[config.mk]
export PLATFORM = sky130hd
export DESIGN_NAME = int_width_conv
export DESIGN_NICKNAME = d
export VERILOG_FILES = /design/src/rtl/conv_pkg.sv /design/src/rtl/conv_decode.sv /design/src/rtl/conv_datapath.sv /design/src/rtl/int_width_conv.sv
export SDC_FILE = /design/constraint.sdc
export NUM_CORES = 1
export LEC_CHECK = 0
export CAP_MARGIN = 20
export CORE_MARGIN = 2
export CORE_UTILIZATION = 25
export DETAILED_ROUTE_END_ITERATION = 16
export DONT_BUFFER_PORTS = 1
export GPL_ROUTABILITY_DRIVEN = 0
export PLACE_DENSITY_LB_ADDON = 0.1
export SLEW_MARGIN = 20
export SYNTH_ARGS = -nofsm -noshare
export SYNTH_HDL_FRONTEND = slang
export SYNTH_SLANG_ARGS = --single-unit
[constraint.sdc]
create_clock -name clk_i -period 0.8 [get_ports clk_i]
set_input_delay 0 -clock clk_i [delete_from_list [all_inputs] [get_ports clk_i]]
set_output_delay 0 -clock clk_i [all_outputs]
set_load 0.01 [all_outputs]
[src/rtl/conv_pkg.sv]
package conv_pkg;
  localparam int BYTE_W = 8;
  localparam int WORD_W = 16;
  localparam int LONG_W = 32;
  localparam int DATA_W = LONG_W;
  localparam int OP_W   = 8;
  localparam int IDX_W  = $clog2(DATA_W);

  localparam logic [OP_W-1:0] OP_SX_BW = 8'h99;
  localparam logic [OP_W-1:0] OP_SX_BL = 8'h98;
  localparam logic [OP_W-1:0] OP_SX_WL = 8'h32;
  localparam logic [OP_W-1:0] OP_TR_WB = 8'h33;
  localparam logic [OP_W-1:0] OP_TR_LB = 8'hF6;
  localparam logic [OP_W-1:0] OP_TR_LW = 8'hF7;
  localparam logic [OP_W-1:0] OP_ZX_BW = 8'h9B;
  localparam logic [OP_W-1:0] OP_ZX_BL = 8'h9A;
  localparam logic [OP_W-1:0] OP_ZX_WL = 8'h3C;

  typedef enum logic [1:0] {SZ_B = 2'd0, SZ_W = 2'd1, SZ_L = 2'd2} sz_e;

  typedef struct packed {
    logic ok;
    logic zext;
    sz_e  src_sz;
    sz_e  dst_sz;
  } dec_t;

  typedef struct packed {
    logic n;
    logic z;
    logic v;
    logic c;
  } flags_t;

  function automatic logic [IDX_W-1:0] msb_of(sz_e s);
    case (s)
      SZ_B:    return IDX_W'(BYTE_W - 1);
      SZ_W:    return IDX_W'(WORD_W - 1);
      default: return IDX_W'(LONG_W - 1);
    endcase
  endfunction

  function automatic logic [DATA_W-1:0] mask_of(sz_e s);
    logic [DATA_W-1:0] m;
    m = '0;
    for (int i = 0; i < DATA_W; i++) m[i] = (i <= int'(msb_of(s)));
    return m;
  endfunction
endpackage

[src/rtl/conv_decode.sv]
module conv_decode
  import conv_pkg::*;
#(
  parameter bit ZEXT_EN = 1'b1
) (
  input  logic [OP_W-1:0] opcode_i,
  output dec_t            dec_o
);
  dec_t sx_dec, zx_dec;

  always_comb begin
    sx_dec = '{ok: 1'b1, zext: 1'b0, src_sz: SZ_B, dst_sz: SZ_B};
    case (opcode_i)
      OP_SX_BW: begin sx_dec.src_sz = SZ_B; sx_dec.dst_sz = SZ_W; end
      OP_SX_BL: begin sx_dec.src_sz = SZ_B; sx_dec.dst_sz = SZ_L; end
      OP_SX_WL: begin sx_dec.src_sz = SZ_W; sx_dec.dst_sz = SZ_L; end
      OP_TR_WB: begin sx_dec.src_sz = SZ_W; sx_dec.dst_sz = SZ_B; end
      OP_TR_LB: begin sx_dec.src_sz = SZ_L; sx_dec.dst_sz = SZ_B; end
      OP_TR_LW: begin sx_dec.src_sz = SZ_L; sx_dec.dst_sz = SZ_W; end
      default:  sx_dec.ok = 1'b0;
    endcase
  end

  generate
    if (ZEXT_EN) begin : g_zext
      always_comb begin
        zx_dec = '{ok: 1'b1, zext: 1'b1, src_sz: SZ_B, dst_sz: SZ_W};
        case (opcode_i)
          OP_ZX_BW: begin zx_dec.src_sz = SZ_B; zx_dec.dst_sz = SZ_W; end
          OP_ZX_BL: begin zx_dec.src_sz = SZ_B; zx_dec.dst_sz = SZ_L; end
          OP_ZX_WL: begin zx_dec.src_sz = SZ_W; zx_dec.dst_sz = SZ_L; end
          default:  zx_dec.ok = 1'b0;
        endcase
      end
    end else begin : g_no_zext
      assign zx_dec = '{ok: 1'b0, zext: 1'b0, src_sz: SZ_B, dst_sz: SZ_B};
    end
  endgenerate

  assign dec_o = sx_dec.ok ? sx_dec : zx_dec;
endmodule

[src/rtl/conv_datapath.sv]
module conv_datapath
  import conv_pkg::*;
(
  input  logic [DATA_W-1:0] src_i,
  input  dec_t              dec_i,
  output logic [DATA_W-1:0] res_o,
  output flags_t            flags_o
);
  logic [DATA_W-1:0] src_mask, dst_mask, ext, upper;
  logic              src_sign, fill, dst_sign;

  always_comb begin
    src_mask = mask_of(dec_i.src_sz);
    dst_mask = mask_of(dec_i.dst_sz);
    src_sign = src_i[msb_of(dec_i.src_sz)];
    fill     = src_sign & ~dec_i.zext;
    // source at its width, extended to full data width
    ext      = (src_i & src_mask) | (fill ? ~src_mask : '0);
    res_o    = ext & dst_mask;
    dst_sign = ext[msb_of(dec_i.dst_sz)];
    upper    = ext & ~dst_mask;
    flags_o.n = dst_sign;
    flags_o.z = (res_o == '0);
    // removed bits must all match the destination sign
    flags_o.v = (upper != (dst_sign ? ~dst_mask : '0));
    flags_o.c = 1'b0;
  end
endmodule

[src/rtl/int_width_conv.sv]
module int_width_conv
  import conv_pkg::*;
#(
  parameter bit ZEXT_EN = 1'b1
) (
  input  logic        clk_i,
  input  logic        rst_ni,
  input  logic        valid_i,
  input  logic [7:0]  opcode_i,
  input  logic [31:0] src_i,
  output logic [31:0] result_o,
  output logic        flag_n_o,
  output logic        flag_z_o,
  output logic        flag_v_o,
  output logic        flag_c_o,
  output logic        valid_o,
  output logic        err_o
);
  dec_t              dec;
  logic [DATA_W-1:0] res_d, res_q;
  flags_t            flags_d, flags_q;
  logic              valid_q, err_q;

  conv_decode #(.ZEXT_EN(ZEXT_EN)) u_dec (
    .opcode_i (opcode_i),
    .dec_o    (dec)
  );

  conv_datapath u_dp (
    .src_i   (src_i),
    .dec_i   (dec),
    .res_o   (res_d),
    .flags_o (flags_d)
  );

  always_ff @(posedge clk_i or negedge rst_ni) begin
    if (!rst_ni) begin
      res_q   <= '0;
      flags_q <= '0;
      valid_q <= 1'b0;
      err_q   <= 1'b0;
    end else begin
      valid_q <= valid_i;
      err_q   <= valid_i & ~dec.ok;
      if (valid_i && dec.ok) begin
        res_q   <= res_d;
        flags_q <= flags_d;
      end
    end
  end

  assign result_o = res_q;
  assign flag_n_o = flags_q.n;
  assign flag_z_o = flags_q.z;
  assign flag_v_o = flags_q.v;
  assign flag_c_o = flags_q.c;
  assign valid_o  = valid_q;
  assign err_o    = err_q;


  widen_no_ovf_chk: assert property (@(posedge clk_i) disable iff (!rst_ni)
    valid_i && dec.ok && (dec.dst_sz >= dec.src_sz) |=> !flag_v_o);


  byte_upper_zero_chk: assert property (@(posedge clk_i) disable iff (!rst_ni)
    valid_i && dec.ok && (dec.dst_sz == SZ_B) |=> (result_o[31:8] == '0));


  zext_flags_chk: assert property (@(posedge clk_i) disable iff (!rst_ni)
    valid_i && dec.ok && dec.zext |=> !flag_n_o && !flag_v_o);


  bad_op_hold_chk: assert property (@(posedge clk_i) disable iff (!rst_ni)
    valid_i && !dec.ok |=> err_o && $stable(result_o) &&
      $stable({flag_n_o, flag_z_o, flag_v_o, flag_c_o}));


  valid_lat_chk: assert property (@(posedge clk_i) disable iff (!rst_ni)
    valid_i |=> valid_o);


  idle_hold_chk: assert property (@(posedge clk_i) disable iff (!rst_ni)
    !valid_i |=> !valid_o && !err_o && $stable(result_o));
endmodule

# --- Yosys cells after proc, flatten, opt, wreduce, memory -nomap -nowiden ---
# Index checks and enable logic that the tools add are counted.
word_totals:
  elab_cells: 111
  reg_bits: 37
  input_bits: 43
classes:
  eq_ne: 12
  reduce_logical: 6
  mux: 13
  bitwise_logic: 10
  n_lt_le_gt_ge: 64
op_table:
  columns: ["op", "count"]
  rows:
  - ["$le 5x5->1 const A", 32]
  - ["$and 32x32->32", 3]
  - ["$le 4x5->1 const A", 16]
  - ["$mux 32", 2]
  - ["$not 32->32", 2]
  - ["$eq 8x8->1 const B", 6]
  - ["$le 3x5->1 const A", 8]
  - ["$logic_not 32->1", 1]
  - ["$ne 32x32->1", 1]
  - ["$or 32x32->32", 1]
  - ["$eq 8x6->1 const B", 3]
  - ["$pmux 4 s6", 1]
  - ["$le 2x5->1 const A", 4]
  - ["$pmux 5 s2", 2]
  - ["$lt 5x6->1 const B", 2]
  - ["$bmux 1 s5", 2]
  - ["$le 1x5->1 const A", 2]
  - ["$mux 6", 1]
  - ["$pmux 3 s2", 1]
  - ["$reduce_or 6->1", 1]
  - ["$eq 2x1->1 const B", 2]
  - ["$logic_not 2->1", 2]
  - ["$mux 1", 4]
  - ["$reduce_or 3->1", 1]
  - ["other kinds (3)", 5]

# --- Longest topological paths before layout ---
# Gate-level depths: netlist (run 1).
logic_depth:
  depth_word: 15
  ltp_mapped: 9
  mapped_depth_nobuf: 7

# --- Hierarchy ---
# A second synthesis (run 1) with hierarchy kept.
unflattened:
  hier_cells: 201
  area_unflattened_um2: 2316.0
by_module_without_submodules:
  columns: ["mod", "cells_each", "instances", "area_per_inst_um2"]
  rows:
  - ["int_width_conv", 79, 1, 1549.0]
  - ["conv_datapath", 101, 1, 646.9]
  - ["conv_decode", 21, 1, 120.1]

# --- Worst setup path after synthesis (run 1) ---
# OpenSTA, ideal clock, no wires.
synth_path:
  path_kind: "input port to flip-flop"
  start: "input port opcode_i[6]"
  end: "register flags_q (netlist bit flag_v_o)"
  required_time_ns: 0.677
  n_path_buf: 1
  path_slack_ns: -0.746
  arrival_time_ns: 1.423
  setup_ns: 0.123
  stages: 8
  cell_sequence: "or4b_4 nor2_4 buf_6 o31a_4 mux2_1 o311ai_1 a211oi_2 o31ai_2"
synth_via:
  elab_chain_len: 15
synth_lines:
  columns: ["element", "line_no", "text"]
  rows:
  - ["from (decl)", "int_width_conv.sv:9", "input logic [7:0] opcode_i,"]
  - ["$eq 8x8->1 or $eq 8x6->1 (tied branches)", "conv_decode.sv:13", "case (opcode_i)"]
  - ["$reduce_or 6->1 (no source line)", null, null]
  - ["$mux 1", "conv_decode.sv:13", null]
  - ["$mux 6 *", "conv_decode.sv:40", "assign dec_o = sx_dec.ok ? sx_dec : zx_dec;"]
  - ["$eq 2x1->1 or $logic_not 2->1 (tied branches)", "conv_pkg.sv:36", "case (s)"]
  - ["$pmux 5 s2", "conv_pkg.sv:36", null]
  - ["$bmux 1 s5", "conv_datapath.sv:15", "src_sign = src_i[msb_of(dec_i.src_sz)];"]
  - ["$mux 1 (implied by the code)", "conv_datapath.sv:15", null]
  - ["$and 1x1->1", "conv_datapath.sv:16", "fill = src_sign & ~dec_i.zext;"]
  - ["$mux 32", "conv_datapath.sv:18", "ext = (src_i & src_mask) | (fill ? ~src_mask : '0);"]
  - ["$or 32x32->32", "conv_datapath.sv:18", null]
  - ["$bmux 1 s5", "conv_datapath.sv:20", "dst_sign = ext[msb_of(dec_i.dst_sz)];"]
  - ["$mux 1 (implied by the code)", "conv_datapath.sv:20", null]
  - ["$mux 32", "conv_datapath.sv:25", "flags_o.v = (upper != (dst_sign ? ~dst_mask : '0));"]
  - ["$ne 32x32->1", "conv_datapath.sv:25", null]
  - ["to (signal assigned)", "int_width_conv.sv:47", "flags_q <= flags_d;"]
  - ["to (decl)", "int_width_conv.sv:21", "flags_t flags_d, flags_q;"]
# Mark *: on every way between the ends. The rest lies on a longest branch, timed or not. The select of a mux whose other input is x is not followed.
# A chain may end at the register's enable or synchronous reset.

# --- Final worst setup path (run 1) ---
# Same ends and word-level chain as after synthesis.

==> results.yml, run 1 <==
drt:
  drc: 0
  routed_wl_um: 5750
  via_count: 1714
  ant_nets: 0
  drt-vias-per-instance: 4.80
  wl_per_cell_um: 16.1
  drt_pass1_iterations: 4
  drt_iter0_drc: 69
clocking:
  clockBufferDepth: 2
  clock_latency_ns: 0.30
  root_buffer: "clkbuf_8"
  cts_buffers: 5
  cts.sinks: 37
  htree_levels: 2
  cts_tree: "yes"
  hold_buffers: 15
  clkTransAtPathRegs_ns: 0.09
place:
  dpl.hpwl_um: 4090
  io_buffers: 0
  place_ws_ns: -0.845
run_status:
  violations: "negative hold slack, negative setup slack"
  status: "finished, violations left"
final_layout:
  area_growth_pct: 54.5
  n_antenna_cell: 0
  fillers: 746
  nNetsFinal: 300
  drive_gt1_share_pct: 36.8
synth:
  synth_fa_ha_area_share_pct: 0
  synth_top_family_by_area: "simple AND/OR/NAND/NOR gates"
  synth_compound_area_share_pct: 16.7
  yosys_warnings: 0
  synth_xor_xnor_area_share_pct: 0
  synth_largest_area_cell: "dfrtp_1"
  syn_avg_cell_area_um2: 9.93
  ys_seq_elements: 37
  synthTopCellsByArea: "dfrtp_1 (49%), nand2_1 (10%), mux2_2 (4.7%), a21oi_1 (3.2%), o31ai_1 (3.2%)"
  yosysTopAreaCellShare_pct: 48.8
  synth_commonest_cells: "nand2_1 (52), dfrtp_1 (37), a21oi_1 (12), mux2_2 (8), o31ai_1 (8)"
  synth_most_common_cell: "nand2_1"
  async_reset_ff_share_pct: 100
  syn-cell-area_mm2: 0.00190
  ys_seq_area_share_pct: 48.8
  synthSimpleGateAreaFrac_pct: 25.2
  syn_nets: 234
  synth.area.mux_share_pct: 5.87
  synthDistinctLibCells: 50
  synth_edf_count: 0
  syn_inst: 191
  ys.flop_type: "dfrtp_1"
sta:
  setup_slack_ns: -0.512
  holdWs_ns: -0.610
  rsz0062_at_grt: "true"
  skew_ns: 0
  max_freq_mhz: 762
  setup_tns_ns: -10.65
  post-route-period-util_pct: 164
  period_minus_slack_ns: 1.31
  hold_viol: 38
  final-setup-viol-count: 50
  finalMaxSlewViolations: 0
floorplan:
  initial_utilization_pct: 26.0
  fp.dieH_um: 91.1
  die_w_um: 91.1
  num_rows: 31
  design.core.area_mm2: 0.00729
  io-pin-count: 81
  dieArea_mm2: 0.00830
run:
  max_cap_viol_count: 0
global_route:
  grt_max_degree: 38
  grt-ovfl-total: 0
  grt.total_usage_pct: 13.8
  grt_pass1_wl_um: 8980
  antenna_found_initial: 0
  grt_pass1_vias: 1817
critical_path:
  worst-path-buf-inv: 0
  path_cells: "or4b_4, o21bai_1, o31a_4, mux2_1, o311ai_2, a211oi_2, o31ai_2"
  end_kind: "register"
  critical_path_arrival_ns: 1.51
  cp_max_fo: 5
  crit_required_ns: 0.99
  critPathLaunchType: "input pin"
  cp_slowest_cell: "or4b_4"
  path_class: "in -> reg"
  cpPeakStageDelay_ns: 0.54
  critical_path.top_delay_family: "compound AO/OA/AOI/OAI gates"
power_and_ir_drop:
  ir_drop_mv: 0.899
  p_leak_nw: 1.37
  p_per_area_mw_per_mm2: 1620
worst_hold_path:
  hold_class: "in -> async"
kinds of logic (layout without fill, tap and decap cells):
logic type / after synthesis / after routing
and+or+nand+nor: 90 / 90
AOI/OAI and AO/OA: 43 / 43
DFF: 37 / 37
muxes: 10 / 10
buffers and inverters: 10 / 77
other: 1 / 1
stage by stage:
stage / hold WS, ns / instance area, um2 / total power [mW] / util [%] / cells
final: -0.610 / 2930 / 4.73 / 40.2 / 357
after global placement: -0.295 / 2310 / 2.56 / 31.7 / 323
after floorplan: -0.296 / 1920 / 2.33 / - / 191
after CTS: -0.619 / 2840 / 4.77 / 38.9 / 354
after detailed placement: -0.295 / 2310 / 2.58 / 31.7 / 323
after global routing: -0.627 / 2930 / 4.93 / 40.2 / 357
layout make-up:
class	count	area (um2)	share of cell area [%]
sequential	37	926	31.6
inverter	1	3.75	0.128
clock inverter	3	68.8	2.35
tap	99	124	4.23
clock buffer	5	68.8	2.35
timing repair buffer	68	696	23.7
multi-input combinational	144	1040	35.6
layout by cell type (no fill, tap or decap), types with 2 or more instances in the layout:
master	instances
a21oi_1	8
dfrtp_1	37
nand3_1	2
and3b_1	2
buf_4	22
o31ai_2	2
buf_6	28
o211ai_1	3
dlygate4sd3_1	15
o31ai_1	7
mux2_4	8
o21ai_4	2
nor4_2	2
a21oi_2	3
nor4_1	4
a211oi_2	2
buf_12	2
nand2_1	50
o21ai_1	2
and2_1	4
nand4_1	5
bufinv_16	2
nor2_1	3
clkbuf_8	5
sequential cells by signal (all words and copies together), names as in the netlist:
name,count
err_o,1
flag_n_o,1
flag_z_o,1
flag_v_o,1
valid_o,1
result_o,32
per-layer routing:
metal  track usage [%]  part of all wire, %
met1              14.0                   36
met3              3.90                  6.2
met5                 0                    0
met4              4.80                  1.7
met2              26.6                   56
final timing paths:
path	from	to	slack [ns]	depth (start not counted)
max	opcode_i[6]	flag_v_o	-0.51	7
min	rst_ni	result_o[8]	-0.61	0
max reg2reg	result_o[3]	result_o[3]	0.02	1
min reg2reg	result_o[9]	result_o[9]	0.51	2
max in group asynchronous	rst_ni	result_o[31]	1.31	0
min in group clk_i	src_i[9]	result_o[9]	0	2
report_power, final:
group / total (mW) / internal [mW] / switching (mW)
Combinational: 0.715 / 0.478 / 0.237
Clock: 1.93 / 1.25 / 0.675
Sequential: 2.09 / 1.99 / 0.0989
Total: 4.73 / 3.72 / 1.01
repair_timing:
action / in CTS / in global routing
setup endpoints to repair: 53 / 53
buffers inserted: 8 / 2
resized for setup: 45 / 12
endpoints found under the hold margin: 54 / 37
pin swaps: 5 / 6
gates cloned: 1 / 1
Power figures use the tool's default switching activity.
==> run 2: changes to the inputs <==
- GPL_TIMING_DRIVEN: default -> 0
==> results.yml, run 2 (same netlist as run 1, synthesis figures left out) <==
power_and_ir_drop:
  clockPowerShare_pct: 43.7
  comb_power_share_pct: 9.0
  cell_internal_pwr_mw: 3.51
  p_per_area_mw_per_mm2: 1710
  p_leak_nw: 1.21
  ir_drop_mv: 0.566
  p_total_mw: 4.51
  p_seq_share_pct: 47.3
  swShare_pct: 22.0
  p_switching_uw: 993
critical_path:
  r2r_cells: 1
  reg2reg_to: "result_o[5]"
  cpPeakStageDelay_ns: 0.56
  path_cells: "or4b_4, nor2_4, buf_6, o31a_4, mux2_1, o311ai_2, a211oi_2, o31ai_2"
  crit_required_ns: 0.98
  critPathLaunchType: "input pin"
  end_kind: "register"
  path_class: "in -> reg"
  cp_max_fo: 5
  critical_path_arrival_ns: 1.52
  critPathLaunch: "opcode_i[5]"
  reg2reg_slack_ns: -0.02
  reg2reg_from: "result_o[5]"
  cp_slowest_cell: "or4b_4"
final_layout:
  drive_gt1_share_pct: 29.4
  fillers: 760
  largest_reg_flops: 32
  nNetsFinal: 270
  area_growth_pct: 39.1
  layout_commonest_cell: "nand2_1"
  final_cell_mix: "nand2_1 (49), dfrtp_1 (37), dlygate4sd3_1 (16), buf_4 (11), mux2_4 (8)"
  n_antenna_cell: 0
floorplan:
  dieArea_mm2: 0.00830
  die_w_um: 91.1
  design.core.area_mm2: 0.00729
  num_rows: 31
  initial_utilization_pct: 26.0
  fp.dieH_um: 91.1
  io-pin-count: 81
global_route:
  grt-ovfl-total: 0
  grt_pass1_vias: 1657
  grt_pass1_wl_um: 8670
  grt_max_degree: 38
  antenna_found_initial: 0
  grt.total_usage_pct: 13.4
clocking:
  root_buffer: "clkbuf_8"
  cts_tree: "yes"
  clockBufferDepth: 2
  cts_buffers: 5
  cts.sinks: 37
  hold_buffers: 16
  clkTransAtPathRegs_ns: 0.08
  htree_levels: 2
  clock_latency_ns: 0.29
run_status:
  status: "finished, violations left"
  violations: "negative hold slack, negative setup slack"
drt:
  drt_pass1_iterations: 4
  ant_nets: 0
  drt_iter0_drc: 103
  wl_per_cell_um: 16.7
  drc: 0
  drt-vias-per-instance: 4.99
  routed_wl_um: 5470
  via_count: 1631
sta:
  tightest_slew_ns: 0.515
  maxSlewHeadroom_pct: 65.7
  max_freq_mhz: 749
  hold_viol: 37
  post-route-period-util_pct: 167
  holdWs_ns: -0.605
  period_minus_slack_ns: 1.34
  rsz0062_at_grt: "true"
  skew_ns: 0
  finalMaxSlewViolations: 0
  final-setup-viol-count: 35
  setup_tns_ns: -9.01
  setup_slack_ns: -0.535
place:
  dpl.hpwl_um: 3920
  io_buffers: 0
run:
  max_cap_viol_count: 0
worst_hold_path:
  hold_class: "in -> async"
[run 2: cell count changes in the layout (fill, tap and decap cells not counted), moves of 2 or more]
cell	change
buf_6	-21
buf_4	-11
buf_8	+3
and2_4	+2
nor4_1	+2
nor4_2	-2
[run 2: worst max-delay path by stage]
stage               end  slack (ns)  cells after the start
3_3_place_gp   flag_v_o       -0.85                      8
2_1_floorplan  flag_v_o       -0.75                      8
6_report       flag_v_o       -0.54                      8
3_5_place_dp   flag_z_o       -0.86                      5
4_1_cts        flag_v_o       -0.55                      8
5_1_grt        flag_v_o       -0.58                      8
[run 2: per-stage QoR]
step,std cells,setup slack [ns],instance area (um2),util [%]
floorplan,191,-0.745,1920,-
global route,327,-0.583,2640,36.2
global placement,290,-0.854,2050,28.1
finish,327,-0.535,2640,36.2
detailed placement,290,-0.860,2050,28.1
CTS,318,-0.545,2460,33.8
[run 2: critical path: cells and delay by family]
family | cells | cell delay, ns
muxes | 1 | 0.15
AOI/OAI and AO/OA | 4 | 0.57
buffers and inverters | 1 | 0.12
and+or+nand+nor | 2 | 0.69
[run 2: metal layers]
layer / up-vias / part of all wire (%) / GRT usage [%]
met5: - / 0 / 0
met4: 0 / 1.4 / 5.05
met3: 6 / 6.8 / 4.07
met2: 61 / 54 / 24.5
met1: 799 / 38 / 14.3
li1: 765 / - / -
[run 2: power groups by stage]
stage,registers (mW),logic (mW),clock network (mW)
2_1_floorplan,2.14,0.195,0
3_3_place_gp,2.16,0.217,0
3_5_place_dp,2.17,0.229,0
4_1_cts,2.13,0.365,2.04
5_1_grt,2.15,0.437,2.12
6_report,2.13,0.406,1.97
[run 2: timing repair]
action / in CTS / in global routing
buffers inserted: 5 / 9
endpoints found under the hold margin: 55 / 37
resized for setup: 18 / 25
endpoints found under the setup margin: 35 / 35
pin swaps: 5 / 4
[run 2: final cells by class]
type	count	area [um2]	share of cell area, %
tap	99	124	4.69
clock buffer	5	68.8	2.61
inverter	1	3.75	0.142
timing repair buffer	30	289	11.0
buffer	8	97.6	3.70
clock inverter	3	68.8	2.61
multi-input combinational	144	1060	40.2
sequential	37	926	35.1
